## config.mk

```make
export PLATFORM = sky130hd
export DESIGN_NAME = eectl_unit
export DESIGN_NICKNAME = d
export VERILOG_FILES = /design/src/rtl/eectl_unit.sv
export SDC_FILE = /design/constraint.sdc
export NUM_CORES = 1
export LEC_CHECK = 0
export ABC_AREA = 1
export BUFFER_PORTS_ARGS = -buffer_cell sky130_fd_sc_hd__buf_2
export CAP_MARGIN = 20
export CORE_MARGIN = 8
export CORE_UTILIZATION = 45
export CTS_BUF_LIST = sky130_fd_sc_hd__clkbuf_16
export DETAILED_ROUTE_END_ITERATION = 16
export PLACE_DENSITY = 0.67
export SYNTH_ARGS = -nofsm -noshare
export SYNTH_HDL_FRONTEND = slang
export SYNTH_SLANG_ARGS = --single-unit
```

## constraint.sdc

```tcl
create_clock -name clk -period 2.61 [get_ports clk]
set_clock_uncertainty 0.05 [all_clocks]
set_input_delay 0.261 -clock clk [delete_from_list [all_inputs] [get_ports clk]]
set_output_delay 0.261 -clock clk [all_outputs]
set_load 0.03 [all_outputs]
```

## src/rtl/eectl_unit.sv

```systemverilog
module eectl_unit #(
  parameter int ADDR_W    = 6,
  parameter int DATA_W    = 8,
  parameter int WR_CYCLES = 20
) (
  input  logic              clk,
  input  logic              por_n,
  input  logic              wrst,
  input  logic [1:0]        bus_sel,
  input  logic              bus_we,
  input  logic [DATA_W-1:0] bus_wdata,
  output logic [DATA_W-1:0] bus_rdata,
  output logic              done_flag,
  input  logic              flag_clr
);

  localparam int DEPTH = 1 << ADDR_W;
  localparam int CNT_W = $clog2(WR_CYCLES + 1);
  localparam logic [1:0] SEL_CTL = 2'd0;
  localparam logic [1:0] SEL_UNL = 2'd1;
  localparam logic [1:0] SEL_ADR = 2'd2;
  localparam logic [1:0] SEL_DAT = 2'd3;

  logic              rd_q, wr_q, wren_q, wrerr_q;
  logic              key1_q, armed_q, flag_q;
  logic [ADDR_W-1:0] addr_q;
  logic [DATA_W-1:0] data_q;
  logic [CNT_W-1:0]  cnt_q;
  logic [DATA_W-1:0] mem [DEPTH];

  wire ctl_we = bus_we && bus_sel == SEL_CTL;
  wire unl_we = bus_we && bus_sel == SEL_UNL;
  wire adr_we = bus_we && bus_sel == SEL_ADR;
  wire dat_we = bus_we && bus_sel == SEL_DAT;
  wire start  = ctl_we && bus_wdata[1] && wren_q && armed_q && !wr_q;
  wire done   = wr_q && cnt_q == '0;

  always_ff @(posedge clk or negedge por_n) begin
    if (!por_n) begin
      rd_q <= 1'b0; wr_q <= 1'b0; wren_q <= 1'b0; wrerr_q <= 1'b0;
      key1_q <= 1'b0; armed_q <= 1'b0;
      addr_q <= '0; data_q <= '0; cnt_q <= '0;
    end else if (wrst) begin
      wrerr_q <= wrerr_q | wr_q;
      rd_q <= 1'b0; wr_q <= 1'b0; wren_q <= 1'b0;
      key1_q <= 1'b0; armed_q <= 1'b0;
      addr_q <= '0; data_q <= '0; cnt_q <= '0;
    end else begin
      if (bus_we) begin
        key1_q  <= unl_we && bus_wdata[7:0] == 8'h55;
        armed_q <= unl_we && bus_wdata[7:0] == 8'hAA && key1_q;
      end
      if (rd_q) begin
        rd_q   <= 1'b0;
        data_q <= mem[addr_q];
      end else if (dat_we && !wr_q) begin
        data_q <= bus_wdata;
      end
      if (wr_q) begin
        if (ctl_we) wren_q <= wren_q & bus_wdata[2];
        if (done) begin
          wr_q    <= 1'b0;
          wrerr_q <= 1'b0;
        end else begin
          cnt_q <= cnt_q - 1'b1;
        end
      end else begin
        if (adr_we) addr_q <= bus_wdata[ADDR_W-1:0];
        if (ctl_we) begin
          wren_q  <= bus_wdata[2];
          wrerr_q <= bus_wdata[3];
          if (bus_wdata[0] && !start) rd_q <= 1'b1;
          if (start) begin
            wr_q  <= 1'b1;
            cnt_q <= CNT_W'(WR_CYCLES - 1);
          end
        end
      end
    end
  end

  always_ff @(posedge clk or negedge por_n) begin
    if (!por_n) flag_q <= 1'b0;
    else if (done && !wrst) flag_q <= 1'b1;
    else if (flag_clr) flag_q <= 1'b0;
  end

  always_ff @(posedge clk) begin
    if (done && !wrst) mem[addr_q] <= data_q;
  end

  always_comb begin
    case (bus_sel)
      SEL_CTL: bus_rdata = DATA_W'({wrerr_q, wren_q, wr_q, rd_q});
      SEL_UNL: bus_rdata = '0;
      SEL_ADR: bus_rdata = DATA_W'(addr_q);
      default: bus_rdata = data_q;
    endcase
  end

  assign done_flag = flag_q;

  p_rd_pulse_r3: assert property (@(posedge clk) disable iff (!por_n)
    rd_q |=> !rd_q);

  // R5 as well: a start needs both enable and the unlock pair
  p_start_guard_r4: assert property (@(posedge clk) disable iff (!por_n)
    $rose(wr_q) |-> $past(wren_q && armed_q));

  p_wr_hold_r7: assert property (@(posedge clk) disable iff (!por_n)
    (wr_q && cnt_q != '0 && !wrst) |=> wr_q);

  p_flag_sticky_r8: assert property (@(posedge clk) disable iff (!por_n)
    (flag_q && !flag_clr) |=> flag_q);

  p_busy_frozen_r9: assert property (@(posedge clk) disable iff (!por_n)
    (wr_q && !wrst) |=> ($stable(addr_q) && $stable(data_q)));

  p_abort_err_r10: assert property (@(posedge clk) disable iff (!por_n)
    (wr_q && wrst) |=> (wrerr_q && !wr_q && addr_q == '0 && data_q == '0));

  p_done_clean_r11: assert property (@(posedge clk) disable iff (!por_n)
    (done && !wrst) |=> (!wrerr_q && !wr_q && flag_q));

endmodule

```

## After elaboration in Yosys (flattened, before gate mapping)

Memory sizes are Yosys's and may differ from the RTL's.
Index checks and enable logic that the tools add are counted.

- Output and inout bits: 9
- Memories: 1
- RAM bits: 512
- Register bits after elaboration: 26
- Bits of input ports: 15

Memories:

| name | depth | bits a word | rd ports | clocked after Yosys merged registers in | wr ports | RTL line | source |
|---|---|---|---|---|---|---|---|
| mem | 64 | 8 | 1 | 0 | 1 | 29 | `logic [DATA_W-1:0] mem [DEPTH];` |

- Multiplexer cells: 37
- Reductions and logical operators: 30
- Eq/ne operators: 8
- Bitwise operators: 2
- Add/subtract/negate cells: 1

Operators with widths:

| operator | number |
|---|---|
| $mux 1 | 25 |
| $mux 5 | 5 |
| $mux 8 | 3 |
| $pmux 8 s3 | 1 |
| $mux 6 | 3 |
| $logic_and 1x1->1 | 15 |
| $reduce_bool 3->1 | 3 |
| $eq 8x7->1 const B | 1 |
| $eq 8x8->1 const B | 1 |
| $reduce_bool 2->1 | 4 |
| $logic_not 5->1 | 1 |
| $sub 5x1->5 const B | 1 |
| $eq 2x2->1 const B | 2 |
| $reduce_and 2->1 | 2 |
| $logic_not 1->1 | 3 |
| $ne 3x2->1 const B | 1 |
| $ne 3x3->1 const B | 1 |
| $reduce_and 3->1 | 1 |
| $eq 2x1->1 const B | 1 |
| $logic_not 2->1 | 1 |
| $ne 2x2->1 const B | 1 |
| $and 1x1->1 | 1 |
| $or 1x1->1 | 1 |

## Longest topological paths before layout

Gate-level depths: netlist of run 1.

- Word-level depth: 12
- Gate-level depth with buffers: 13
- Mapped depth without buffers: 10

## Worst setup path before layout of run 1

No wires, ideal clock.

- Path kind: reg-to-reg
- Start: reg addr_q[4]
- End: mem mem[62][0] (enable)
- Setup time: 0.370 ns
- Data required time: 2.190 ns
- Arrival time: 1.611 ns
- Period minus slack after synthesis: 2.032 ns
- Slack: 0.578 ns
- Stages on the path, launching flop included: 5
- Path through: dfrtp_1 inv_1 nor3_1 inv_1 nor2_1

RTL lines:

| what | RTL line | source |
|---|---|---|
| from (decl) | 26 | `logic [ADDR_W-1:0] addr_q;` |
| from (signal assigned) | 68 | `if (adr_we) addr_q <= bus_wdata[ADDR_W-1:0];` |
| to (decl) | 29 |  |

Straight into the memory's write port.

## Worst setup path after layout of run 1

- Start: reg addr_q[0]
- End: reg data_q[4]

- Longest elaborated chain between the ends: 3

Ends and longest elaborated chain:

| what | RTL line | source |
|---|---|---|
| $mem_v2 64x8 | n/a |  |
| $mux 8 | 53 | `if (rd_q) begin` |
| $mux 8 | 43 | `end else if (wrst) begin` |
| to (signal assigned) | 55 | `data_q <= mem[addr_q];` |
| to (signal assigned) | 57 | `data_q <= bus_wdata;` |
| to (decl) | 27 | `logic [DATA_W-1:0] data_q;` |

No other way between the ends.
A chain may end at the register's enable or synchronous reset.

==> results of run 1 <==
cell usage after synthesis:
master	instances	share of area [%]
a21o_1	1	0.033
a21oi_1	9	0.20
a31oi_1	1	0.027
buf_2	44	0.96
buf_4	10	0.33
buf_6	12	0.59
clkbuf_1	20	0.33
clkbuf_2	1	0.022
clkinv_1	1	0.016
dfrtp_1	26	2.8
edfxtp_1	512	67
ha_1	1	0.054
inv_1	308	5.0
inv_2	3	0.049
nand2_1	499	8.1
nand3_1	165	3.6
nand4_1	2	0.054
nor2_1	213	3.5
nor3_1	10	0.22
nor4_1	2	0.054
o211ai_1	60	2.0
o211ai_2	5	0.27
o21ai_0	75	1.6
o21ai_1	49	1.1
o221ai_1	3	0.11
o22ai_1	1	0.027
o41ai_1	1	0.038
or2_0	15	0.41
or2_1	2	0.054
or2_2	63	1.7
xor2_1	1	0.038
registers in the layout (all words and copies together), names as in the netlist:
register and cells:
armed_q 1, wrerr_q 1, rd_q 1, mem 512, addr_q 6, wr_q 1, data_q 8, wren_q 1
done_flag 1, cnt_q 5, key1_q 1
critical path, cell delays in order (launching register included):
cell and delay, ns:
dfrtp_4 0.55, buf_12 0.19, buf_12 0.20, or2_2 0.32
nand3_1 0.07, nand2_1 0.08, o21ai_1 0.26, nand2_1 0.16
nor2_1 0.30, nand2_1 0.09, nand2_1 0.07, nand2_1 0.05
stage by stage:
| step | utilization, % | cell area, µm² |
|---|---|---|
| finish | 52.2 | 26600 |
| CTS | 52.2 | 26600 |
| global route | 52.2 | 26600 |
| floorplan | - | 23000 |
| detailed placement | 48.5 | 24700 |
| global placement | 48.5 | 24700 |
cell type report:
type | count | area (µm²) | area share [%]
Inverter | 312 | 1170 | 4.41
Multi-Input combinational cell | 1178 | 5350 | 20.1
Clock buffer | 56 | 1400 | 5.27
Sequential cell | 538 | 16000 | 60.3
Timing Repair Buffer | 172 | 1500 | 5.64
Clock inverter | 48 | 294 | 1.10
Tap cell | 680 | 851 | 3.20
repair_timing:
action | CTS | global route
endpoints found under the hold margin | 39 | 0
endpoints found under the setup margin | 0 | 1
hold buffers | 17 | 0
resized for setup | 0 | 1
power groups by stage:
stage	sequential, µW	clock [µW]	combinational, µW
after global placement	9860	0	794
after CTS	9680	7500	823
after global routing	9680	7820	889
after detailed placement	9860	0	805
after floorplan	9880	0	351
final	9680	7370	824
path summary, 6_finish.rpt:
kind / depth (start not counted) / startpoint / slack (ns) / end
hold reg to reg: 1 / wrerr_q$_DFFE_PN0P_ / 0.46 / wrerr_q$_DFFE_PN0P_
setup / recovery: 11 / addr_q[0]$_DFFE_PN0P_ / 0.04 / data_q[4]$_DFFE_PN0P_
min in group asynchronous: 2 / por_n / 0.20 / armed_q$_DFFE_PN0P_
hold / removal: 5 / bus_wdata[0] / 0.14 / data_q[0]$_DFFE_PN0P_
max in group asynchronous: 2 / por_n / 1.74 / addr_q[0]$_DFFE_PN0P_
setup reg to reg: 11 / addr_q[0]$_DFFE_PN0P_ / 0.04 / data_q[4]$_DFFE_PN0P_
logic make-up (layout without fill, tap and decap cells):
family / Yosys count / count (layout) / synth area share, %
AOI/OAI and AO/OA: 205 / 205 / 5.36
xor gates and xnor gates: 1 / 1 / 0.0380
adders and majority gates: 1 / 1 / 0.0543
buffers and inverters: 399 / 588 / 7.30
DFF: 538 / 538 / 69.6
and+or+nand+nor: 971 / 971 / 17.7
metal layers:
layer  share of wire, %  GRT usage [%]  vias to the layer above
li1                   -              -                     7288
met1                 43           26.0                     7308
met2                 46           30.2                      610
met3                8.5           4.17                      102
met4                2.8           5.84                        2
met5              0.018              0                        -
==> summary.md, run 1 <==
| Metric | Value |
|---|---|
| Hold_ws | 0.144 ns |
| Final WL | between 50000 and 60000 µm |
| Antenna-violating nets left | 0 |
| Clock Power Share | 41.3% |
| Core Box Area | 51000 µm² |
| Post-Synthesis Cells | 2115 |
| Post-CTS Repair Setup Buffers | 0 |
| Ant. Diodes | 0 |
| Pin count of the biggest net entering global routing | 68 |
| Synth Cell Area | 23000 µm² |
| Synth cell types | 31 |
| Sequential share of power | 54.1% |
| PortBufs | 23 |
| RSZ-0062 raised after global routing | no |
| Final nets | 2273 |
| CP startpoint kind | flop |
| Avg Synthesized Cell Area | between 10 and 15 µm² |
| Largest fanout on the critical path | 67 |
| Worst endpoint required time | about 3.1 ns |
| Hold Crit Class | input port to flop |
| Final Hold Fails | 0 |
| Tot Pwr | 17900 µW |
| Final std cells w/o fill | 2984 |
| Peak supply drop | 0.528 mV |
| Critical path endpoint category | flop |
| Area of the die | 58700 µm² |
| Sink Count | 538 |
| Fill count | 4349 |
| Setup TNS | 0 ns |
| Seq/Total Area, Yosys | 69.6% |
| Comb power frac | 4.6% |
| Most common cell after layout, fill and taps aside | edfxtp_1 |
| Iter 0 DRT Violations | approximately 1700 |
| CTS Buffer Depth | 3 |
| Syn_nets | 2131 |
| Power Internal | between 10000 and 15000 µW |
| Dpl hpwl | 36100 µm |
| Drt pass-1 iters | 5 |
| CP Class | flop to flop |
| Status | complete, no violations |
| MaxCap Viol Count | 0 |
| WP data arrival | 3.02 ns |
| Root Driver | clkbuf_16 |
| Switching pwr | 3910 µW |
| Worst-Margin Slew | 0.800 ns |
| Worst-path clk slew | 0.06 ns |
| Yosys reg bits | 538 |
| Slew Limit Fails | 0 |
| Pre-CTS setup slack | 0.114 ns |
| Minimum clock period | 2.57 ns |
| Final setup viols | 0 |
| First-pass GRT wire length | around 86000 µm |
| Commonest cells after routing, fill and taps aside | edfxtp_1 (512), nand2_1 (498), inv_1 (319) |
| Switching Fraction | 21.9% |
| Die Y | 242 µm |
| Cell row count | 83 |
| DRC Markers | 0 |
| Placed cell count | 2863 |
| Die Wd | 242 µm |
| H-Tree Depth | 2 |
| CTS tree | built |
| Yosys warns | 0 |
| Initial Util | between 40% and 50% |
| Via Count | 15300 |
| Total I/O pin count | 24 |
| Layout cell share with drive strength beyond 1 | 13.6% |
| Power Dens Cells | roughly 670 nW/µm² |
| Vias in the first global route | 14700 |
| Setup WS post-layout | roughly 0.044 ns |
| Num CTS Buffers | 55 |
| Leakage | 0.0108 µW |
| Initial antenna violation count | 2 |
| Area Overhead vs Synth | 15.5% |
| Skew-Pair Late Insertion Delay | slightly above 0.6 ns |
| Vias per cell | 5.13 |
| Peak Freq | around 390 MHz |
| GP Congestion | between 0.8 and 0.9 |
| Total grt overflow | 0 |
| Worst slew margin | between 40% and 50% |
| Final Cycle Share | around 100% |
| Wire length per cell | 18.9 µm |
| GRT Resource Usage Total | 19.0% |
Power figures use the tool's default switching activity.
==> inputs of run 2 (changes only) <==
--- a/config.mk
+++ b/config.mk
@@ -12,6 +12,7 @@
 export CORE_UTILIZATION = 45
 export CTS_BUF_LIST = sky130_fd_sc_hd__clkbuf_16
 export DETAILED_ROUTE_END_ITERATION = 16
+export GPL_TIMING_DRIVEN = 0
 export PLACE_DENSITY = 0.67
 export SYNTH_ARGS = -nofsm -noshare
 export SYNTH_HDL_FRONTEND = slang
==> run 2 against run 1 <==
Compared with the run above: sequential share of layout area shrank 0.66 points; design area up 1.2%; maximum frequency rose by 1.7%; critical path type unchanged; largest power group unchanged.
==> summary.md, run 2 (synthesis results as in run 1) <==
| Metric | Value |
|---|---|
| Status | complete, no violations |
| Minimum clock period | 2.52 ns (-0.0434 ns) |
| Skew-Pair Late Insertion Delay | 0.62 ns (about the same) |
| Crit path depth | 12 (+1) |
| DRC Markers | 0 (unchanged) |
| GP Congestion | 0.959 (+7.2%) |
| Peak Freq | 396 MHz (+1.7%) |
| Layout cell share with drive strength beyond 1 | 15.8% (+2.1 points) |
| Largest fanout on the critical path | 10 (-85%) |
| WP data arrival | 2.96 ns (-0.06 ns) |
| Sink Count | 538 (unchanged) |
| Final WL | 62700 µm (+11%) |
| Initial antenna violation count | 0 (-2) |
| Die Wd | 242 µm (unchanged) |
| Total grt overflow | 0 (unchanged) |
| Root Driver | clkbuf_16 |
| Slew Limit Fails | 0 (unchanged) |
| Ant. Diodes | 0 (unchanged) |
| Antenna-violating nets left | 0 (unchanged) |
| Peak supply drop | 0.533 mV (+0.90%) |
| Reg2reg start | addr_q[0]$_DFFE_PN0P_ |
| Hold Crit Class | input port to async pin |
| Die Y | 242 µm (unchanged) |
| GRT Resource Usage Total | 21.1% (+2.1 points) |
| Core Box Area | 51000 µm² (unchanged) |
| Num CTS Buffers | 54 (-1.8%) |
| Wire length per cell | 21.2 µm (+12%) |
| Dpl hpwl | 41500 µm (+15%) |
| Power Dens Cells | 669 nW/µm² (-0.46%) |
| Worst-Margin Slew | 0.950 ns (+0.150 ns) |
| Critical path endpoint category | flop |
| Area Overhead vs Synth | 16.9% |
| Final Hold Fails | 0 (unchanged) |
| Iter 0 DRT Violations | 1555 (-5.8%) |
| Total I/O pin count | 24 (unchanged) |
| Cell row count | 83 (unchanged) |
| Most flops, register | mem |
| CP Class | flop to flop |
| Max incr delay on CP | 0.38 ns (-0.17 ns) |
| Initial Util | 45.2% (unchanged) |
| CTS tree | built |
| FF-to-FF setup slack | 0.09 ns (+0.04 ns) |
| Worst-path clk slew | 0.07 ns (about the same) |
| R2R Path End | data_q[0]$_DFFE_PN0P_ |
| Final Cycle Share | 96.6% (-1.7 points) |
| Critical path launch point | addr_q[0]$_DFFE_PN0P_ |
| Max reg flops | 512 (unchanged) |
| Most numerous cell on the critical path | nand2_1 |
| RSZ-0062 raised after global routing | yes |
| Reg2Reg Depth | 12 (+1) |
| PortBufs | 23 (unchanged) |
| CP Cell Sequence | buf_6, buf_6, buf_6, buf_4, o211ai_1, nand2_1, o21ai_0, nand2_1, nor2_1, nand2_1, nand2_1, nand2_1 |
| MaxCap Viol Count | 0 (unchanged) |
| Worst endpoint required time | 3.05 ns (about the same) |
| Leakage | 0.0106 µW (-1.7%) |
| Via Count | 15600 (+1.6%) |
| CP max-delay cell | dfrtp_1 |
| H-Tree Depth | 2 (unchanged) |
| Area of the die | 58700 µm² (unchanged) |
| CP startpoint kind | flop |
| Fill count | 4307 (-0.97%) |
| Vias per cell | 5.25 (+2.3%) |
| Final setup viols | 0 (unchanged) |
| Pin count of the biggest net entering global routing | 67 (-1.5%) |
| Vias in the first global route | 15300 (+4.0%) |
| Final nets | 2254 (-0.84%) |
| WP buf/inv | 4 (+2) |
| First-pass GRT wire length | 93500 µm (+8.2%) |
| Worst slew margin | 36.6% (-9.5 points) |
| Most common cell after layout, fill and taps aside | edfxtp_1 |
| Placed cell count | 2826 (-1.3%) |
| Final std cells w/o fill | 2963 (-0.70%) |
| Critical path's top delay family | simple AND/OR/NAND/NOR gates |
| Drt pass-1 iters | 5 (unchanged) |
| Commonest cells after routing, fill and taps aside | edfxtp_1 (512), nand2_1 (499), inv_1 (320) |
| Worst setup endpoint | data_q[0]$_DFFE_PN0P_ |
| Top Registers | mem: 512 flops, data_q: 8 flops, addr_q: 6 flops |
| Setup TNS | 0 ns (unchanged) |
| CTS Buffer Depth | 3 (unchanged) |
-- run 2: changes by cell type in the layout (fill, tap and decap cells not counted), sizes merged --
| cell | previous run | this run |
|---|---|---|
| buf | 155 | 112 |
| clkbuf | 56 | 79 |
| clkinv | 35 | 31 |
| inv | 322 | 324 |
| bufinv | 3 | 4 |
-- run 2: worst min-delay path by stage --
stage / start / endpoint / slack [ns] / depth (start not counted)
2_1_floorplan: por_n / addr_q[0]$_DFFE_PN0P_ / -0.08 / 0
3_3_place_gp: por_n / done_flag$_DFFE_PN0P_ / 0.23 / 1
3_5_place_dp: por_n / done_flag$_DFFE_PN0P_ / 0.25 / 1
4_1_cts: bus_sel[1] / wren_q$_DFFE_PN0P_ / 0.09 / 6
5_1_grt: bus_sel[1] / wren_q$_DFFE_PN0P_ / 0.16 / 6
6_report: por_n / armed_q$_DFFE_PN0P_ / 0.14 / 2
-- run 2: power by group --
part / leakage [µW] / internal (µW) / switching (µW)
Combinational: 0.00470 / 204 / 535
Clock: 0.000884 / 4170 / 3300
Sequential: 0.00502 / 9580 / 216
Total: 0.0106 / 14000 / 4050
-- run 2: final cells by class --
type | instances | area, µm² | share of cell area, %
flip-flops and latches | 538 | 16000 | 59.6
multi-input cells | 1178 | 5960 | 22.1
clock buffers | 54 | 1350 | 5.02
inverters | 312 | 1180 | 4.38
well taps | 680 | 851 | 3.16
repair buffers | 67 | 651 | 2.42
plain buffers | 87 | 537 | 1.99
clock inverters | 47 | 348 | 1.29
-- run 2: per-layer routing --
metal	global-route usage [%]	wire, µm	up-vias
met1	28.0	25500	7518
met4	8.46	2520	0
met5	0	0	-
met2	34.3	29600	619
met3	3.57	5120	133
li1	-	-	7287
-- run 2: metrics by stage --
stage                     setup WS (ns)  cell area [µm²]  utilization, %  power (µW)  hold WS, ns
final                            0.0878            26900            52.8       18000        0.136
after global routing            -0.0482            26900            52.8       18500        0.158
after CTS                       0.00188            26700            52.3       18100       0.0917
after detailed placement         -0.865            24100            47.3       10700        0.249
after global placement           -0.815            24000            47.1       10600        0.235
after floorplan                   0.578            23000               -       10200      -0.0846
-- run 2: timing repair --
action | in CTS | in global routing
gates resized for setup | 138 | 53
buffers inserted | 13 | 6
endpoints found under the setup margin | 520 | 237
hold endpoints to repair | 41 | 0
cloned | 0 | 0
hold buffers | 18 | 0
pin swaps | 10 | 4
